--- config.mk ---
export PLATFORM = sky130hd
export DESIGN_NAME = gap_deferral_timer
export DESIGN_NICKNAME = d
export VERILOG_FILES = /design/src/rtl/gap_timer_pkg.sv /design/src/rtl/ifg_datapath.sv /design/src/rtl/ifg_control.sv /design/src/rtl/gap_deferral_timer.sv
export SDC_FILE = /design/constraint.sdc
export NUM_CORES = 1
export LEC_CHECK = 0
export BUFFER_PORTS_ARGS = -buffer_cell sky130_fd_sc_hd__buf_2
export CORE_UTILIZATION = 34
export DETAILED_ROUTE_END_ITERATION = 7
export GPL_TIMING_DRIVEN = 0
export PLACE_DENSITY = 0.52
export SETUP_SLACK_MARGIN = 0.2
export SLEW_MARGIN = 25
export SYNTH_ARGS = -nofsm -noshare
export SYNTH_HDL_FRONTEND = slang
export SYNTH_SLANG_ARGS = --single-unit
--- constraint.sdc ---
create_clock -name clk -period 1.7 [get_ports clk]
set_input_delay 0.51 -clock clk [delete_from_list [all_inputs] [get_ports clk]]
set_output_delay 0.51 -clock clk [all_outputs]
set_load 0.02 [all_outputs]
--- src/rtl/gap_timer_pkg.sv ---
package gap_timer_pkg;

  typedef enum logic [1:0] {
    ST_DEFER = 2'd0,  // waiting for an idle line before timing a gap
    ST_GAP   = 2'd1,  // interframe gap being counted
    ST_READY = 2'd2,  // gap satisfied, waiting for a request
    ST_SEND  = 2'd3   // frame granted, waiting for end of transmission
  } deferState_t;

  typedef struct packed {
    logic gapClear;  // restart the gap count at zero
    logic gapInc;    // advance the gap count
    logic fire;      // issue a grant and consume the request
  } gapCtl_t;

endpackage

--- src/rtl/ifg_datapath.sv ---
module ifg_datapath
  import gap_timer_pkg::*;
#(
  parameter int GAP_CLKS   = 24,
  parameter int SENSE_CLKS = 16
) (
  input  logic    clk,
  input  logic    rstN,
  input  gapCtl_t ctl,
  input  logic    txRequest,
  input  logic    retxFlag,
  output logic    senseOpen,
  output logic    gapDone,
  output logic    pending,
  output logic    retxRise,
  output logic    txGrant
);

  localparam int CNT_W = (GAP_CLKS > 1) ? $clog2(GAP_CLKS) : 1;
  localparam logic [CNT_W-1:0] SENSE_LIM = CNT_W'(SENSE_CLKS);
  localparam logic [CNT_W-1:0] LAST_CNT  = CNT_W'(GAP_CLKS - 1);

  logic [CNT_W-1:0] gapCnt;
  logic             pendQ;
  logic             retxPrev;
  logic             grantQ;

  // Gap counter: cleared on a gap start, advanced by the control.
  always_ff @(posedge clk or negedge rstN) begin
    if (!rstN) begin
      gapCnt <= '0;
    end else if (ctl.gapClear) begin
      gapCnt <= '0;
    end else if (ctl.gapInc) begin
      gapCnt <= gapCnt + CNT_W'(1);
    end
  end

  assign senseOpen = (gapCnt < SENSE_LIM);
  assign gapDone   = (gapCnt == LAST_CNT);

  // Request latch: a strobe is remembered until a grant consumes it.
  always_ff @(posedge clk or negedge rstN) begin
    if (!rstN) begin
      pendQ <= 1'b0;
    end else if (ctl.fire) begin
      pendQ <= 1'b0;
    end else if (txRequest) begin
      pendQ <= 1'b1;
    end
  end

  assign pending = pendQ | txRequest;

  // Edge detector on the retransmit flag.
  always_ff @(posedge clk or negedge rstN) begin
    if (!rstN) begin
      retxPrev <= 1'b0;
    end else begin
      retxPrev <= retxFlag;
    end
  end

  assign retxRise = retxFlag & ~retxPrev;

  // Registered grant output.
  always_ff @(posedge clk or negedge rstN) begin
    if (!rstN) begin
      grantQ <= 1'b0;
    end else begin
      grantQ <= ctl.fire;
    end
  end

  assign txGrant = grantQ;

  AST_GRANT_PULSE: assert property (@(posedge clk) disable iff (!rstN)
    txGrant |=> !txGrant);

  AST_GRANT_HAS_REQ: assert property (@(posedge clk) disable iff (!rstN)
    txGrant |-> $past(pending));

  AST_NO_OVERFLOW: assert property (@(posedge clk) disable iff (!rstN)
    ctl.gapInc |-> !gapDone);

endmodule

--- src/rtl/ifg_control.sv ---
module ifg_control
  import gap_timer_pkg::*;
(
  input  logic    clk,
  input  logic    rstN,
  input  logic    carrierSense,
  input  logic    txDone,
  input  logic    senseOpen,
  input  logic    gapDone,
  input  logic    pending,
  input  logic    retxRise,
  output gapCtl_t ctl
);

  deferState_t state;
  deferState_t stateNxt;

  always_comb begin
    stateNxt = state;
    ctl      = '0;
    if (txDone) begin
      stateNxt     = ST_GAP;
      ctl.gapClear = 1'b1;
    end else begin
      unique case (state)
        ST_DEFER: begin
          if (!carrierSense) begin
            stateNxt     = ST_GAP;
            ctl.gapClear = 1'b1;
          end
        end
        ST_GAP: begin
          if (retxRise || (senseOpen && carrierSense)) begin
            stateNxt = ST_DEFER;
          end else if (gapDone) begin
            if (pending) begin
              ctl.fire = 1'b1;
              stateNxt = ST_SEND;
            end else begin
              stateNxt = ST_READY;
            end
          end else begin
            ctl.gapInc = 1'b1;
          end
        end
        ST_READY: begin
          if (retxRise || carrierSense) begin
            stateNxt = ST_DEFER;
          end else if (pending) begin
            ctl.fire = 1'b1;
            stateNxt = ST_SEND;
          end
        end
        ST_SEND: begin
          stateNxt = ST_SEND;
        end
        default: stateNxt = ST_DEFER;
      endcase
    end
  end

  always_ff @(posedge clk or negedge rstN) begin
    if (!rstN) begin
      state <= ST_DEFER;
    end else begin
      state <= stateNxt;
    end
  end

  AST_EARLY_CARRIER_DEFERS: assert property (@(posedge clk) disable iff (!rstN)
    (state == ST_GAP && senseOpen && carrierSense && !txDone) |=> (state == ST_DEFER));

  AST_LATE_CARRIER_IGNORED: assert property (@(posedge clk) disable iff (!rstN)
    (state == ST_GAP && !senseOpen && carrierSense && !txDone && !retxRise && !gapDone)
      |=> (state == ST_GAP));

  AST_BUSY_BLOCKS_GRANT: assert property (@(posedge clk) disable iff (!rstN)
    (state == ST_READY && carrierSense) |-> !ctl.fire);

  AST_RETX_BEATS_GRANT: assert property (@(posedge clk) disable iff (!rstN)
    (retxRise && !txDone && (state == ST_GAP || state == ST_READY)) |-> !ctl.fire);

  AST_DONE_STARTS_GAP: assert property (@(posedge clk) disable iff (!rstN)
    txDone |=> (state == ST_GAP));

endmodule

--- src/rtl/gap_deferral_timer.sv ---
module gap_deferral_timer
  import gap_timer_pkg::*;
#(
  parameter int GAP_CLKS   = 24,
  parameter int SENSE_CLKS = 16
) (
  input  logic clk,
  input  logic rstN,
  input  logic carrierSense,
  input  logic txRequest,
  input  logic retxFlag,
  input  logic txDone,
  output logic txGrant
);

  gapCtl_t ctl;
  logic    senseOpen;
  logic    gapDone;
  logic    pending;
  logic    retxRise;

  ifg_control u_control (
    .clk          (clk),
    .rstN         (rstN),
    .carrierSense (carrierSense),
    .txDone       (txDone),
    .senseOpen    (senseOpen),
    .gapDone      (gapDone),
    .pending      (pending),
    .retxRise     (retxRise),
    .ctl          (ctl)
  );

  ifg_datapath #(
    .GAP_CLKS   (GAP_CLKS),
    .SENSE_CLKS (SENSE_CLKS)
  ) u_datapath (
    .clk       (clk),
    .rstN      (rstN),
    .ctl       (ctl),
    .txRequest (txRequest),
    .retxFlag  (retxFlag),
    .senseOpen (senseOpen),
    .gapDone   (gapDone),
    .pending   (pending),
    .retxRise  (retxRise),
    .txGrant   (txGrant)
  );

  AST_RESET_QUIET: assert property (@(posedge clk) !rstN |-> !txGrant);

endmodule

**Word level (Yosys, flattened, before mapping)**

Index checks and enable logic that the tools add are counted.

- Flip-flop bits (word level): 10
- Latch bits: 0
- Bits in writable memories: 0
- ROM bits: 0
- Bits of input ports: 6
- Output and inout port bits: 1
- Word-level logic and storage cells: 47
- Memories: 0

- $add $sub $neg: 1
- Multiply operators: 0
- Divide/modulo/power cells: 0
- Magnitude comparators: 1
- Equality and inequality tests: 7
- Shift-type cells: 0
- Mux-type cells: 23
- Bitwise gates (word level): 3
- Reductions and logical operators: 7

Operator list:

| kind | number |
|---|---|
| two-way mux 2 bit | 8 |
| two-way mux 1 bit | 11 |
| two-way mux 5 bit | 2 |
| inequality test 4 x 3 -> 1 bit (second input constant) | 2 |
| case mux 2 bit (4 select lines) | 1 |
| adder 5 x 1 -> 5 bit (second input constant) | 1 |
| equality test 5 bit (second input constant) | 1 |
| < comparator 5 bit (second input constant) | 1 |
| equality test 2 bit (second input constant) | 2 |
| nonzero test 2 bit | 2 |
| inequality test 3 bit (second input constant) | 1 |
| AND reduction 3 bit | 1 |
| equality test 2 x 1 -> 1 bit (second input constant) | 1 |
| logical NOT 2 bit | 1 |
| logical OR 1 bit | 2 |
| case mux 1 bit (2 select lines) | 1 |
| AND 1 bit | 1 |
| logical AND 1 bit | 1 |
| NOT 1 bit | 1 |
| OR 1 bit | 1 |

**Depth between registers and ports, before layout**

Gate-level depths: netlist (run 1).

- Depth in word-level cells: 8
- Mapped depth: 6
- Depth with buffers taken out: 6

**Hierarchy**

A second synthesis (run 1) with hierarchy kept.

- Cells, all modules: 62
- Area, all modules: 645.6 sq um

By module, submodules not included:

| module | instances | cells each | area an instance (sq um) | seq. area each (sq um) |
|---|---|---|---|---|
| ifg_datapath | 1 | 31 | 379.1 | 200.2 |
| ifg_control | 1 | 31 | 266.5 | 50.0 |

**Least setup slack after synthesis (run 1)**

No wires, ideal clock.

- Path type: register to register
- From: reg u_datapath.gapCnt[0]
- To: reg u_control.state[0]
- Library setup time: 0.125 ns
- Arrival time: 1.609 ns
- Data required time: 1.575 ns
- Slack: -0.034 ns
- Stages on the path, launching flop included: 7
- Path buffers: 1
- Clock period less this slack: 1.734 ns
- Path through: dfrtp_1 -> ha_1 -> and4b_1 -> buf_6 -> nand4b_1 -> a21oi_1 -> mux2_2

- Longest elaborated chain between the ends: 6
- Elaborated cells on any way between the ends: 9
- Classes of those cells: order compare (1); eq/ne (2); mux (3); reduce/logical (3)

Ends and longest elaborated chain:

| what | line | RTL |
|---|---|---|
| start, declared | ifg_datapath.sv:23 | `logic [CNT_W-1:0] gapCnt;` |
| start signal, assigned | ifg_datapath.sv:35 | `gapCnt <= gapCnt + CNT_W'(1);` |
| < comparator 5 bit | ifg_datapath.sv:39 | `assign senseOpen = (gapCnt < SENSE_LIM);` |
| logical AND 1 bit | ifg_control.sv:33 | `if (retxRise \|\| (senseOpen && carrierSense)) begin` |
| logical OR 1 bit | ifg_control.sv:33 |  |
| two-way mux 2 bit | ifg_control.sv:33 |  |
| case mux 2 bit (4 select lines) | ifg_control.sv:25 | `unique case (state)` |
| two-way mux 2 bit | ifg_control.sv:21 | `if (txDone) begin` |
| end signal, assigned | ifg_control.sv:66 | `state <= stateNxt;` |
| end, declared | ifg_control.sv:15 | `deferState_t state;` |

Several ways; a longest one is shown, not always the timed one.
A chain may end at the register's enable or synchronous reset.

**Worst setup path in the final report (run 1)**

Ends and elaborated chain as after synthesis.

==> results_tabular.tex, run 1 <==
\begin{tabular}{lr}
\hline
Metric & Value \\
\hline
\multicolumn{2}{l}{\textbf{Run status}} \\
Result of the run & finished, final reports clean \\
\multicolumn{2}{l}{\textbf{Global route}} \\
Largest net degree at the start of global routing & 11 \\
Met2 track demand over resource & 20.9\% \\
Total global-route track usage & 14.4\% \\
Via count of the first global-routing pass & 463 \\
Initial antenna violation count & 0 \\
Global-route layer with the greatest usage & met2 \\
Met3 usage & 6.00\% \\
Grt total ovfl & 0 \\
GR met1 Demand/Resource & 19.1\% \\
Global-route wire length before repair & 2030 um \\
\multicolumn{2}{l}{\textbf{CTS}} \\
Clock Sinks & 10 \\
Buffer depth of the longest clock path & 2 \\
Buffer cell driving the clock tree root & sky130\_fd\_sc\_hd\_\_clkbuf\_4 \\
Clock tree from TritonCTS & done \\
Cts hold-fix bufs & 0 \\
Clock buffer count from CTS & 3 \\
Clock transition at the register clock pins on the worst setup and hold paths after CTS & 0.06 ns \\
Number of levels in the clock H-tree & 1 \\
Worst-skew pair later-pin latency & 0.26 ns \\
\multicolumn{2}{l}{\textbf{Setup path}} \\
Launch point of the critical path & u\_datapath.gapCnt[0]\$\_DFFE\_PN0P\_ \\
Element type at the critical path end & register \\
Number of cells traversed by the worst register-to-register path & 6 \\
Class of the most critical setup path & reg -> reg \\
Worst path arrival time & 1.84 ns \\
Startpoint Class & register \\
Critical path data required time & 1.85 ns \\
R2R Setup Slk & 0.01 ns \\
Capturing instance or port of the critical path & u\_control.state[0]\$\_DFFE\_PN0P\_ \\
Maximum net fanout on the critical path & 7 \\
Startpoint of the worst-slack reg-to-reg timing path & u\_datapath.gapCnt[0]\$\_DFFE\_PN0P\_ \\
Worst R2R End & u\_control.state[0]\$\_DFFE\_PN0P\_ \\
\multicolumn{2}{l}{\textbf{Power and ir drop}} \\
Peak supply drop & 0.513 mV \\
Areal power density over the cells & 919 mW/mm2 \\
Leak & 0.344 nW \\
\multicolumn{2}{l}{\textbf{Logic synthesis}} \\
Register bit total from synthesis & 10 \\
Area share of the largest cell type after synthesis & 40.1\% \\
Mean instance size in the synthesized netlist & 10.4 um2 \\
Synth Cell Area & 624 um2 \\
Leading post-synthesis cells by cell area & sky130\_fd\_sc\_hd\_\_dfrtp\_1, sky130\_fd\_sc\_hd\_\_ha\_1, sky130\_fd\_sc\_hd\_\_a21oi\_1 \\
Net Count, Synth & 71 \\
Biggest area consumer among synthesized cells & sky130\_fd\_sc\_hd\_\_dfrtp\_1 \\
Post-synthesis cell count & 60 \\
Share of synthesized area occupied by flip-flops and latches & 40.1\% \\
Yosys warnings & 0 \\
Count of different cell masters after synthesis & 29 \\
\multicolumn{2}{l}{\textbf{STA}} \\
Worst hold-check slack & 0.0996 ns \\
Setup violations, final & 0 \\
Fin crit share & 99.2\% \\
Setup TNS & 0 ns \\
Clock Skews & 0.00620 ns \\
Pin slew with the least headroom to its limit & 0.460 ns \\
Max-slew violation count & 0 \\
Headroom to the max-slew limit & 69.3\% \\
Hold Vio Cnt, Final & 0 \\
Final critical path time including I/O delays and setup & 1.69 ns \\
Highest Clock Rate & 0.593 GHz \\
Setup repair after global routing missed its margin & true \\
\multicolumn{2}{l}{\textbf{Finish}} \\
\# nets final & 87 \\
Share of post-route cells with drive strength above 1 & 39.2\% \\
Antenna Diode Count & 0 \\
Area taken by multi-input logic gates & 379 um2 \\
Final design instance area without fill & 790 um2 \\
Area occupied by registers & 250 um2 \\
Layout fillers & 171 \\
Synthesis-to-finish area growth & 26.5\% \\
\multicolumn{2}{l}{\textbf{Route}} \\
Number of iterations in the first detailed-routing pass & 4 \\
DRT iter0 DRCs & 6 \\
Number of nets with antenna violations after routing & 0 \\
Total detailed-routing wirelength & 1210 um \\
Final routed DRC violation total & 0 \\
Routed vias/inst & 5.12 \\
Average routed wire per standard cell & 12.2 um \\
Vias & 507 \\
\multicolumn{2}{l}{\textbf{Die}} \\
Top-level I/O count & 7 \\
Vertical die dimension & 44.9 um \\
Die ar. & 0.00201 mm2 \\
Starting utilization of the core area & 36.2\% \\
Die Width & 44.9 um \\
Row count & 15 \\
Total core area & 0.00173 mm2 \\
\multicolumn{2}{l}{\textbf{Hold path}} \\
Class of the worst hold path & in -> async \\
\multicolumn{2}{l}{\textbf{Run}} \\
Number of maximum-capacitance constraint violations & 0 \\
\multicolumn{2}{l}{\textbf{Placement}} \\
Number of buffers added on ports & 6 \\
Routability Congestion & 0.768 \\
Area after DPL & 696 um2 \\
Dpl hpwl & 799 um \\
\hline
\end{tabular}
-- worst max-delay path, cell delays in order, from the launching register on --
cell and delay, ns:
sky130_fd_sc_hd__dfrtp_1 0.39, sky130_fd_sc_hd__ha_2 0.20, sky130_fd_sc_hd__and4b_1 0.19, sky130_fd_sc_hd__buf_6 0.13, sky130_fd_sc_hd__nand4b_1 0.18, sky130_fd_sc_hd__a21oi_2 0.18
sky130_fd_sc_hd__mux2_4 0.31
-- per-layer routing --
layer	up-vias	part of all wire [%]	routed length [um]
met2	7	45	546
li1	255	-	-
met3	2	3.6	43
met5	-	0	0
met1	243	50	600
met4	0	1.2	14
-- through the flow --
step / cells / setup slack (ns) / utilization (%) / power, mW
final: 99 / 0.0133 / 45.7 / 0.726
after global routing: 99 / -0.0600 / 45.7 / 0.787
after floorplan: 60 / 0.0321 / - / 0.465
after detailed placement: 91 / -0.0759 / 40.3 / 0.515
after global placement: 91 / -0.100 / 40.3 / 0.514
after CTS: 99 / 0.0285 / 45.1 / 0.729
-- kinds of logic (layout without fill, tap and decap cells) --
family	count (synthesis)	in the layout	share of synthesized area [%]
buffers and inverters	8	22	6.21
and+or+nand+nor	19	19	21.4
AOI/OAI and AO/OA	15	15	17.4
DFF	10	10	40.1
muxes	2	2	3.41
xor gates and xnor gates	1	1	1.40
adders and majority gates	5	5	10.0
-- cells in the final DEF (no fill, tap or decap), drive strengths merged --
cell type / Yosys / layout
a21oi: 6 / 6
and4b: 2 / 2
inv: 5 / 5
a211o: 1 / 1
a2111oi: 1 / 1
nand2: 1 / 1
xor2: 1 / 1
or4: 3 / 3
mux2i: 1 / 1
ha: 5 / 5
o41ai: 1 / 1
o211ai: 1 / 1
nand4b: 2 / 2
or2b: 1 / 1
nor2b: 1 / 1
clkbuf: 1 / 4
a21o: 1 / 1
o31ai: 3 / 3
mux2: 1 / 1
dfrtp: 10 / 10
nand3: 1 / 1
a32oi: 1 / 1
nor2: 4 / 4
or4b: 1 / 1
nand4: 2 / 2
buf: 2 / 13
nand2b: 1 / 1
-- synth_stat cells --
cell                         n
sky130_fd_sc_hd__a2111oi_2   1
sky130_fd_sc_hd__a211o_1     1
sky130_fd_sc_hd__a21o_1      1
sky130_fd_sc_hd__a21oi_1     6
sky130_fd_sc_hd__a32oi_1     1
sky130_fd_sc_hd__and4b_1     1
sky130_fd_sc_hd__and4b_2     1
sky130_fd_sc_hd__buf_2       1
sky130_fd_sc_hd__buf_6       1
sky130_fd_sc_hd__clkbuf_1    1
sky130_fd_sc_hd__dfrtp_1    10
sky130_fd_sc_hd__ha_1        5
sky130_fd_sc_hd__inv_1       5
sky130_fd_sc_hd__mux2_2      1
sky130_fd_sc_hd__mux2i_1     1
sky130_fd_sc_hd__nand2_1     1
sky130_fd_sc_hd__nand2b_1    1
sky130_fd_sc_hd__nand3_2     1
sky130_fd_sc_hd__nand4_1     2
sky130_fd_sc_hd__nand4b_1    2
sky130_fd_sc_hd__nor2_1      4
sky130_fd_sc_hd__nor2b_1     1
sky130_fd_sc_hd__o211ai_1    1
sky130_fd_sc_hd__o31ai_1     3
sky130_fd_sc_hd__o41ai_1     1
sky130_fd_sc_hd__or2b_2      1
sky130_fd_sc_hd__or4_1       3
sky130_fd_sc_hd__or4b_1      1
sky130_fd_sc_hd__xor2_1      1
-- power by group --
| part | switching (mW) | total, mW | internal, mW |
|---|---|---|---|
| Combinational | 0.148 | 0.277 | 0.129 |
| Clock | 0.0749 | 0.156 | 0.0815 |
| Sequential | 0.0283 | 0.293 | 0.264 |
| Total | 0.251 | 0.726 | 0.475 |
-- flip-flops by register name, summed over array words and instances, names as in the netlist --
name,cells
u_control.state,2
u_datapath.pendQ,1
u_datapath.retxPrev,1
u_datapath.gapCnt,5
u_datapath.txGrant,1
-- final cells by class --
class,instances,share of cell area (%)
multi-input cells,42,48.0
flip-flops and latches,10,31.7
clock buffers,3,2.85
inverters,5,2.38
plain buffers,3,2.54
well taps,25,3.96
repair buffers,11,8.56
-- how the worst min path moves through the flow --
stage                     slack [ns]                        endpoint  cells past startpoint
final                            0.1  u_control.state[0]$_DFFE_PN0P_                      1
after global routing            0.10   u_datapath.retxPrev$_DFF_PN0_                      1
after CTS                       0.11  u_control.state[0]$_DFFE_PN0P_                      1
after detailed placement        0.39  u_control.state[0]$_DFFE_PN0P_                      1
after global placement          0.39   u_datapath.retxPrev$_DFF_PN0_                      1
after floorplan                 0.21  u_control.state[0]$_DFFE_PN0P_                      0
-- timing repair --
| item | in CTS | in global routing |
|---|---|---|
| pin swaps | 3 | 0 |
| endpoints found under the setup margin | 8 | 8 |
| gates resized for setup | 4 | 4 |
| buffers inserted | 5 | 0 |
Power figures use the tool's default switching activity.
==> run 2: changes to the inputs <==
==> constraint.sdc (replaced) <==
create_clock -name clk -period 1.7 [get_ports clk]
set_input_delay 0 -clock clk [delete_from_list [all_inputs] [get_ports clk]]
set_output_delay 0 -clock clk [all_outputs]
set_load 0.02 [all_outputs]
==> run 2 against run 1 <==
  * Combinational power barely moved
  * Core utilization is 1.2 points higher
  * Sequential power barely moved
  * Worst setup slack stayed put
  * Critical endpoint unchanged
==> results_tabular.tex, run 2 (synthesis results as in run 1) <==
\begin{tabular}{lr}
\hline
Metric & Value \\
\hline
\multicolumn{2}{l}{\textbf{Run status}} \\
Result of the run & finished, final reports clean (unchanged) \\
\multicolumn{2}{l}{\textbf{Setup path}} \\
Worst path arrival time & 1.84 ns (about the same) \\
Maximum net fanout on the critical path & 7 (unchanged) \\
Slowest CP cell & sky130\_fd\_sc\_hd\_\_dfrtp\_1 (unchanged) \\
List of cells traversed by the critical path & ha\_2, and4b\_1, buf\_6, nand4b\_1, a21oi\_2, mux2\_4 (unchanged) \\
R2R Setup Slk & 0.01 ns (about the same) \\
Highest cell delay on the worst timing path & 0.39 ns (about the same) \\
Element type at the critical path end & register (unchanged) \\
Class of the most critical setup path & reg -> reg (unchanged) \\
Total buffers and inverters traversed by the critical path & 1 (unchanged) \\
Critical path data required time & 1.85 ns (about the same) \\
Startpoint Class & register (unchanged) \\
Cell family with the largest share of critical-path delay & flip-flops (unchanged) \\
\multicolumn{2}{l}{\textbf{Route}} \\
Vias & 511 (was 507) \\
Final routed DRC violation total & 0 (unchanged) \\
Total detailed-routing wirelength & 1220 um (was 1210 um) \\
DRT iter0 DRCs & 6 (unchanged) \\
Routed vias/inst & 5.06 (was 5.12) \\
Number of iterations in the first detailed-routing pass & 4 (unchanged) \\
Number of nets with antenna violations after routing & 0 (unchanged) \\
Average routed wire per standard cell & 12.0 um (was 12.2 um) \\
\multicolumn{2}{l}{\textbf{Finish}} \\
Share of post-route cells with drive strength above 1 & 38.2\% (was 39.2\%) \\
Synthesis-to-finish area growth & 29.7\% (was 26.5\%) \\
Layout fillers & 169 (was 171) \\
Count of placed standard cells in the final layout, fillers left out & 101 (was 99) \\
Most common library cell in the layout ignoring fill and taps & sky130\_fd\_sc\_hd\_\_dfrtp\_1 (unchanged) \\
Leading cell types in the layout, fill and taps excluded & sky130\_fd\_sc\_hd\_\_dfrtp\_1, sky130\_fd\_sc\_hd\_\_buf\_2, sky130\_fd\_sc\_hd\_\_buf\_4 (unchanged) \\
Leading registers by flop count & u\_datapath.gapCnt x5, u\_control.state x2 (unchanged) \\
Largest register FFs & 5 (unchanged) \\
Most flop-heavy register & u\_datapath.gapCnt (unchanged) \\
Antenna Diode Count & 0 (unchanged) \\
\# nets final & 89 (was 87) \\
\multicolumn{2}{l}{\textbf{Run}} \\
Number of maximum-capacitance constraint violations & 0 (unchanged) \\
\multicolumn{2}{l}{\textbf{Global route}} \\
Via count of the first global-routing pass & 463 (unchanged) \\
Grt total ovfl & 0 (unchanged) \\
Initial antenna violation count & 0 (unchanged) \\
Total global-route track usage & 14.4\% (unchanged) \\
Largest net degree at the start of global routing & 11 (unchanged) \\
Global-route wire length before repair & 2030 um (unchanged) \\
\multicolumn{2}{l}{\textbf{CTS}} \\
Buffer cell driving the clock tree root & sky130\_fd\_sc\_hd\_\_clkbuf\_4 (unchanged) \\
Clock buffer count from CTS & 3 (unchanged) \\
Clock transition at the register clock pins on the worst setup and hold paths after CTS & 0.06 ns (about the same) \\
Clock tree from TritonCTS & done (unchanged) \\
Worst-skew pair later-pin latency & 0.26 ns (about the same) \\
Clock Sinks & 10 (unchanged) \\
Number of levels in the clock H-tree & 1 (unchanged) \\
Buffer depth of the longest clock path & 2 (unchanged) \\
\multicolumn{2}{l}{\textbf{Power and ir drop}} \\
Cell-internal power & 0.478 mW (was 0.475 mW) \\
Net switching power figure & 0.252 mW (was 0.251 mW) \\
Switching part of the total & 34.5\% (was 34.6\%) \\
Areal power density over the cells & 901 mW/mm2 (was 919 mW/mm2) \\
Peak supply drop & 0.516 mV (was 0.513 mV) \\
Leak & 0.352 nW (was 0.344 nW) \\
Sum of internal, switching and leakage power & 0.729 mW (was 0.726 mW) \\
Sequential share of power & 40.1\% (was 40.3\%) \\
Clock share of power & 21.4\% (was 21.5\%) \\
Relative contribution of combinational cells to total power & 38.4\% (was 38.1\%) \\
\multicolumn{2}{l}{\textbf{STA}} \\
Pin slew with the least headroom to its limit & 0.460 ns (unchanged) \\
Fin crit share & 99.2\% (unchanged) \\
Highest Clock Rate & 0.593 GHz (unchanged) \\
Headroom to the max-slew limit & 69.3\% (unchanged) \\
Final critical path time including I/O delays and setup & 1.69 ns (unchanged) \\
Max-slew violation count & 0 (unchanged) \\
Setup violations, final & 0 (unchanged) \\
Setup repair after global routing missed its margin & true (unchanged) \\
Hold Vio Cnt, Final & 0 (unchanged) \\
Clock Skews & 0.00620 ns (unchanged) \\
\multicolumn{2}{l}{\textbf{Die}} \\
Top-level I/O count & 7 (unchanged) \\
Die Width & 44.9 um (unchanged) \\
Total core area & 0.00173 mm2 (unchanged) \\
Die ar. & 0.00201 mm2 (unchanged) \\
Vertical die dimension & 44.9 um (unchanged) \\
Starting utilization of the core area & 36.2\% (unchanged) \\
Row count & 15 (unchanged) \\
\multicolumn{2}{l}{\textbf{Placement}} \\
Routability Congestion & 0.768 (unchanged) \\
Number of placed instances, taps included & 91 (unchanged) \\
Number of buffers added on ports & 6 (unchanged) \\
Dpl hpwl & 799 um (unchanged) \\
\multicolumn{2}{l}{\textbf{Hold path}} \\
Class of the worst hold path & in -> reg (was in -> async) \\
\hline
\end{tabular}
[run 2: per-stage QoR]
stage | utilization (%) | setup WS [ns] | area, um2 | hold slack (ns) | setup TNS [ns]
after floorplan | - | 0.0321 | 634 | -0.296 | 0
after global placement | 40.3 | -0.0481 | 696 | -0.119 | -0.0481
after detailed placement | 40.3 | -0.0343 | 696 | -0.118 | -0.0343
after CTS | 46.2 | 0.0285 | 798 | 0.0182 | 0
after global routing | 46.9 | -0.0600 | 810 | 0.0172 | -0.134
final | 46.9 | 0.0133 | 810 | 0.0408 | 0
[run 2: layout make-up]
| type | count | area, um2 | area share, % |
|---|---|---|---|
| Buffer | 3 | 20.0 | 2.47 |
| Clock buffer | 3 | 22.5 | 2.78 |
| Multi-Input combinational cell | 42 | 379 | 46.8 |
| Tap cell | 25 | 31.3 | 3.86 |
| Inverter | 5 | 18.8 | 2.32 |
| Timing Repair Buffer | 13 | 87.6 | 10.8 |
| Sequential cell | 10 | 250 | 30.9 |
[run 2: tightest hold or removal path, cell delays in order]
cell and delay [ns]:
sky130_fd_sc_hd__buf_2 0.08, sky130_fd_sc_hd__nor2_1 0.07, sky130_fd_sc_hd__nor2_1 0.11
[run 2: power groups by stage]
| stage | registers [mW] | clock network [mW] | logic, mW |
|---|---|---|---|
| 6_report | 0.293 | 0.156 | 0.280 |
| 5_1_grt | 0.298 | 0.179 | 0.313 |
| 4_1_cts | 0.291 | 0.166 | 0.276 |
| 3_5_place_dp | 0.291 | 0 | 0.224 |
| 3_3_place_gp | 0.291 | 0 | 0.224 |
| 2_1_floorplan | 0.288 | 0 | 0.178 |
[run 2: what timing repair did]
action / in CTS / in global routing
pin swaps: 3 / 0
cloned: 0 / 0
hold endpoints to repair: 11 / 0
setup endpoints to repair: 8 / 8
hold buffers: 2 / 0
gates resized for setup: 4 / 4
buffers inserted: 5 / 0
[run 2: per-layer routing]
metal	part of all wire (%)	global-route usage, %
met1	50	19.1
met2	45	20.9
met3	3.2	6.00
met4	1.2	5.45
met5	0	0
[run 2: path summary, 6_finish.rpt]
kind,start,to,cells past startpoint
max,u_datapath.gapCnt[0]$_DFFE_PN0P_,u_control.state[0]$_DFFE_PN0P_,6
min,txRequest,u_datapath.pendQ$_DFFE_PN0P_,3
max reg2reg,u_datapath.gapCnt[0]$_DFFE_PN0P_,u_control.state[0]$_DFFE_PN0P_,6
min reg2reg,u_datapath.pendQ$_DFFE_PN0P_,u_datapath.pendQ$_DFFE_PN0P_,2
max in group asynchronous,rstN,u_control.state[1]$_DFFE_PN0P_,2
min in group asynchronous,rstN,u_control.state[0]$_DFFE_PN0P_,2
==> run 3: changes to the inputs <==
REMOVE_ABC_BUFFERS = 1   (was not set)
==> run 3 against run 2 <==
  * Count of clock-buffer cells in the layout grew 1
  * Cell area grew 9.4%
  * Sequential share of layout area fell by 2.5 points
  * Core utilization is 4.4 points higher
  * Critical endpoint unchanged
  * Final cell count rose by 3.0%
  * Fmax barely moved
  * Die area is the same
  * Non-clock buffer count up 2
  * Clock power is 40% higher
  * Combinational power is 17% higher
  * Critical path depth fell by 1
==> results_tabular.tex, run 3 (synthesis results as in run 1) <==
\begin{tabular}{lr}
\hline
Metric & Value \\
\hline
\multicolumn{2}{l}{\textbf{STA}} \\
Setup repair after global routing missed its margin & true (unchanged) \\
Final critical path time including I/O delays and setup & 1.69 ns (about the same) \\
Highest Clock Rate & 0.593 GHz (about the same) \\
Pin slew with the least headroom to its limit & 0.398 ns (was 0.460 ns) \\
Headroom to the max-slew limit & 73.4\% (was 69.3\%) \\
Clock Skews & 0.00565 ns (was 0.00620 ns) \\
Hold Vio Cnt, Final & 0 (unchanged) \\
Setup TNS & 0 ns (unchanged) \\
Setup violations, final & 0 (unchanged) \\
Fin crit share & 99.3\% (was 99.2\%) \\
Worst-case setup margin in the final layout & 0.0127 ns (was 0.0133 ns) \\
Max-slew violation count & 0 (unchanged) \\
Worst hold-check slack & 0.0524 ns (was 0.0408 ns) \\
\multicolumn{2}{l}{\textbf{Finish}} \\
Leading registers by flop count & u\_datapath.gapCnt x5, u\_control.state x2 (unchanged) \\
\# nets final & 91 (was 89) \\
Largest register FFs & 5 (unchanged) \\
Leading cell types in the layout, fill and taps excluded & sky130\_fd\_sc\_hd\_\_dfrtp\_1, sky130\_fd\_sc\_hd\_\_buf\_4, sky130\_fd\_sc\_hd\_\_buf\_2 (was sky130\_fd\_sc\_hd\_\_dfrtp\_1, sky130\_fd\_sc\_hd\_\_buf\_2, sky130\_fd\_sc\_hd\_\_buf\_4) \\
Most common library cell in the layout ignoring fill and taps & sky130\_fd\_sc\_hd\_\_dfrtp\_1 (unchanged) \\
Share of post-route cells with drive strength above 1 & 49.4\% (was 38.2\%) \\
Antenna Diode Count & 0 (unchanged) \\
Layout fillers & 165 (was 169) \\
Count of placed standard cells in the final layout, fillers left out & 104 (was 101) \\
Most flop-heavy register & u\_datapath.gapCnt (unchanged) \\
Synthesis-to-finish area growth & 41.9\% (was 29.7\%) \\
Final design instance area without fill & 886 um2 (was 810 um2) \\
\multicolumn{2}{l}{\textbf{CTS}} \\
Buffer cell driving the clock tree root & sky130\_fd\_sc\_hd\_\_clkbuf\_4 (unchanged) \\
Clock Sinks & 10 (unchanged) \\
Clock buffer count from CTS & 3 (unchanged) \\
Clock tree from TritonCTS & done (unchanged) \\
Number of levels in the clock H-tree & 1 (unchanged) \\
Buffer depth of the longest clock path & 2 (unchanged) \\
Worst-skew pair later-pin latency & 0.27 ns (was 0.26 ns) \\
Clock transition at the register clock pins on the worst setup and hold paths after CTS & 0.07 ns (was 0.06 ns) \\
\multicolumn{2}{l}{\textbf{Placement}} \\
Area after DPL & 666 um2 (was 696 um2) \\
Routability Congestion & 0.652 (was 0.768) \\
Worst slack at placement & -0.148 ns (was -0.0343 ns) \\
Number of placed instances, taps included & 88 (was 91) \\
Number of buffers added on ports & 6 (unchanged) \\
\multicolumn{2}{l}{\textbf{Setup path}} \\
R2R Setup Slk & 0.01 ns (about the same) \\
Slowest CP cell & sky130\_fd\_sc\_hd\_\_dfrtp\_1 (unchanged) \\
Critical path data required time & 1.85 ns (about the same) \\
Highest cell delay on the worst timing path & 0.40 ns (was 0.39 ns) \\
Maximum net fanout on the critical path & 5 (was 7) \\
Class of the most critical setup path & reg -> reg (unchanged) \\
List of cells traversed by the critical path & ha\_2, and4b\_2, nand4b\_1, a21oi\_2, mux2\_4 (was ha\_2, and4b\_1, buf\_6, nand4b\_1, a21oi\_2, mux2\_4) \\
Worst path arrival time & 1.84 ns (about the same) \\
Worst R2R End & u\_control.state[0]\$\_DFFE\_PN0P\_ (unchanged) \\
Startpoint Class & register (unchanged) \\
Startpoint of the worst-slack reg-to-reg timing path & u\_datapath.gapCnt[1]\$\_DFFE\_PN0P\_ (was u\_datapath.gapCnt[0]\$\_DFFE\_PN0P\_) \\
Number of cells traversed by the worst register-to-register path & 5 (was 6) \\
Element type at the critical path end & register (unchanged) \\
\multicolumn{2}{l}{\textbf{Die}} \\
Row count & 15 (unchanged) \\
Total core area & 0.00173 mm2 (unchanged) \\
Top-level I/O count & 7 (unchanged) \\
Die ar. & 0.00201 mm2 (unchanged) \\
Die Width & 44.9 um (unchanged) \\
Vertical die dimension & 44.9 um (unchanged) \\
Starting utilization of the core area & 36.2\% (unchanged) \\
\multicolumn{2}{l}{\textbf{Route}} \\
Total detailed-routing wirelength & 1520 um (was 1220 um) \\
Number of iterations in the first detailed-routing pass & 4 (unchanged) \\
Average routed wire per standard cell & 14.6 um (was 12.0 um) \\
DRT iter0 DRCs & 14 (was 6) \\
Final routed DRC violation total & 0 (unchanged) \\
Routed vias/inst & 5.16 (was 5.06) \\
Number of nets with antenna violations after routing & 0 (unchanged) \\
Vias & 537 (was 511) \\
\multicolumn{2}{l}{\textbf{Global route}} \\
Via count of the first global-routing pass & 527 (was 463) \\
Largest net degree at the start of global routing & 14 (was 11) \\
Global-route wire length before repair & 2400 um (was 2030 um) \\
Grt total ovfl & 0 (unchanged) \\
Total global-route track usage & 17.8\% (was 14.4\%) \\
Initial antenna violation count & 0 (unchanged) \\
\multicolumn{2}{l}{\textbf{Run status}} \\
Result of the run & finished, final reports clean (unchanged) \\
\multicolumn{2}{l}{\textbf{Hold path}} \\
Min-Delay Startpoint & txRequest (unchanged) \\
Min-Delay Endpoint & u\_datapath.pendQ\$\_DFFE\_PN0P\_ (unchanged) \\
Hold path depth & 3 (unchanged) \\
Class of the worst hold path & in -> reg (unchanged) \\
\multicolumn{2}{l}{\textbf{Power and ir drop}} \\
Leak & 0.378 nW (was 0.352 nW) \\
Peak supply drop & 0.557 mV (was 0.516 mV) \\
Areal power density over the cells & 952 mW/mm2 (was 901 mW/mm2) \\
\multicolumn{2}{l}{\textbf{Run}} \\
Number of maximum-capacitance constraint violations & 0 (unchanged) \\
\hline
\end{tabular}
[run 3: worst max-delay path by stage]
| stage | start | end | slack (ns) | cells after the start |
|---|---|---|---|---|
| after floorplan | u_datapath.gapCnt[0]$_DFFE_PN0P_ | u_control.state[0]$_DFFE_PN0P_ | 0.0006 | 5 |
| after global placement | u_datapath.gapCnt[0]$_DFFE_PN0P_ | u_control.state[0]$_DFFE_PN0P_ | -0.15 | 5 |
| after detailed placement | u_datapath.gapCnt[0]$_DFFE_PN0P_ | u_control.state[0]$_DFFE_PN0P_ | -0.15 | 5 |
| after CTS | u_datapath.gapCnt[1]$_DFFE_PN0P_ | u_control.state[0]$_DFFE_PN0P_ | 0.006 | 5 |
| after global routing | u_datapath.gapCnt[1]$_DFFE_PN0P_ | u_control.state[0]$_DFFE_PN0P_ | -0.02 | 5 |
| final | u_datapath.gapCnt[1]$_DFFE_PN0P_ | u_control.state[0]$_DFFE_PN0P_ | 0.01 | 5 |
[run 3: layout make-up]
type / count / area [um2] / area share, %
inverters: 5 / 18.8 / 2.12
repair buffers: 18 / 133 / 15.0
clock buffers: 4 / 36.3 / 4.10
well taps: 25 / 31.3 / 3.53
flip-flops and latches: 10 / 251 / 28.4
multi-input cells: 42 / 415 / 46.9
[run 3: report_power, final]
group / total [mW] / switching, mW / internal (mW)
clock: 0.219 / 0.0893 / 0.130
sequential: 0.296 / 0.0304 / 0.266
combinational: 0.328 / 0.174 / 0.154
total: 0.844 / 0.294 / 0.550
[run 3: worst max-delay path: cells and delay by family (launching register included)]
family | cells | cell delay, ns
adders and majority gates | 1 | 0.19
AOI/OAI and AO/OA | 1 | 0.20
and+or+nand+nor | 2 | 0.46
DFF | 1 | 0.40
muxes | 1 | 0.32
[run 3: through the flow]
stage | utilization (%) | power, mW
after floorplan | - | 0.448
after global placement | 38.6 | 0.503
after detailed placement | 38.6 | 0.504
after CTS | 49.7 | 0.821
after global routing | 51.3 | 0.894
final | 51.3 | 0.844
[run 3: layer usage]
metal	vias to the layer above	track usage [%]	part of all wire, %
met5	-	0	0
met4	0	10.9	1.2
met3	2	4.80	2.8
met2	6	26.5	48
met1	267	22.9	48
li1	262	-	-
[run 3: repair_timing]
action / in CTS / in global routing
setup endpoints to repair: 8 / 8
setup buffers: 8 / 2
hold buffers: 2 / 0
endpoints found under the hold margin: 11 / 0
resized for setup: 17 / 4
pin swaps: 9 / 2
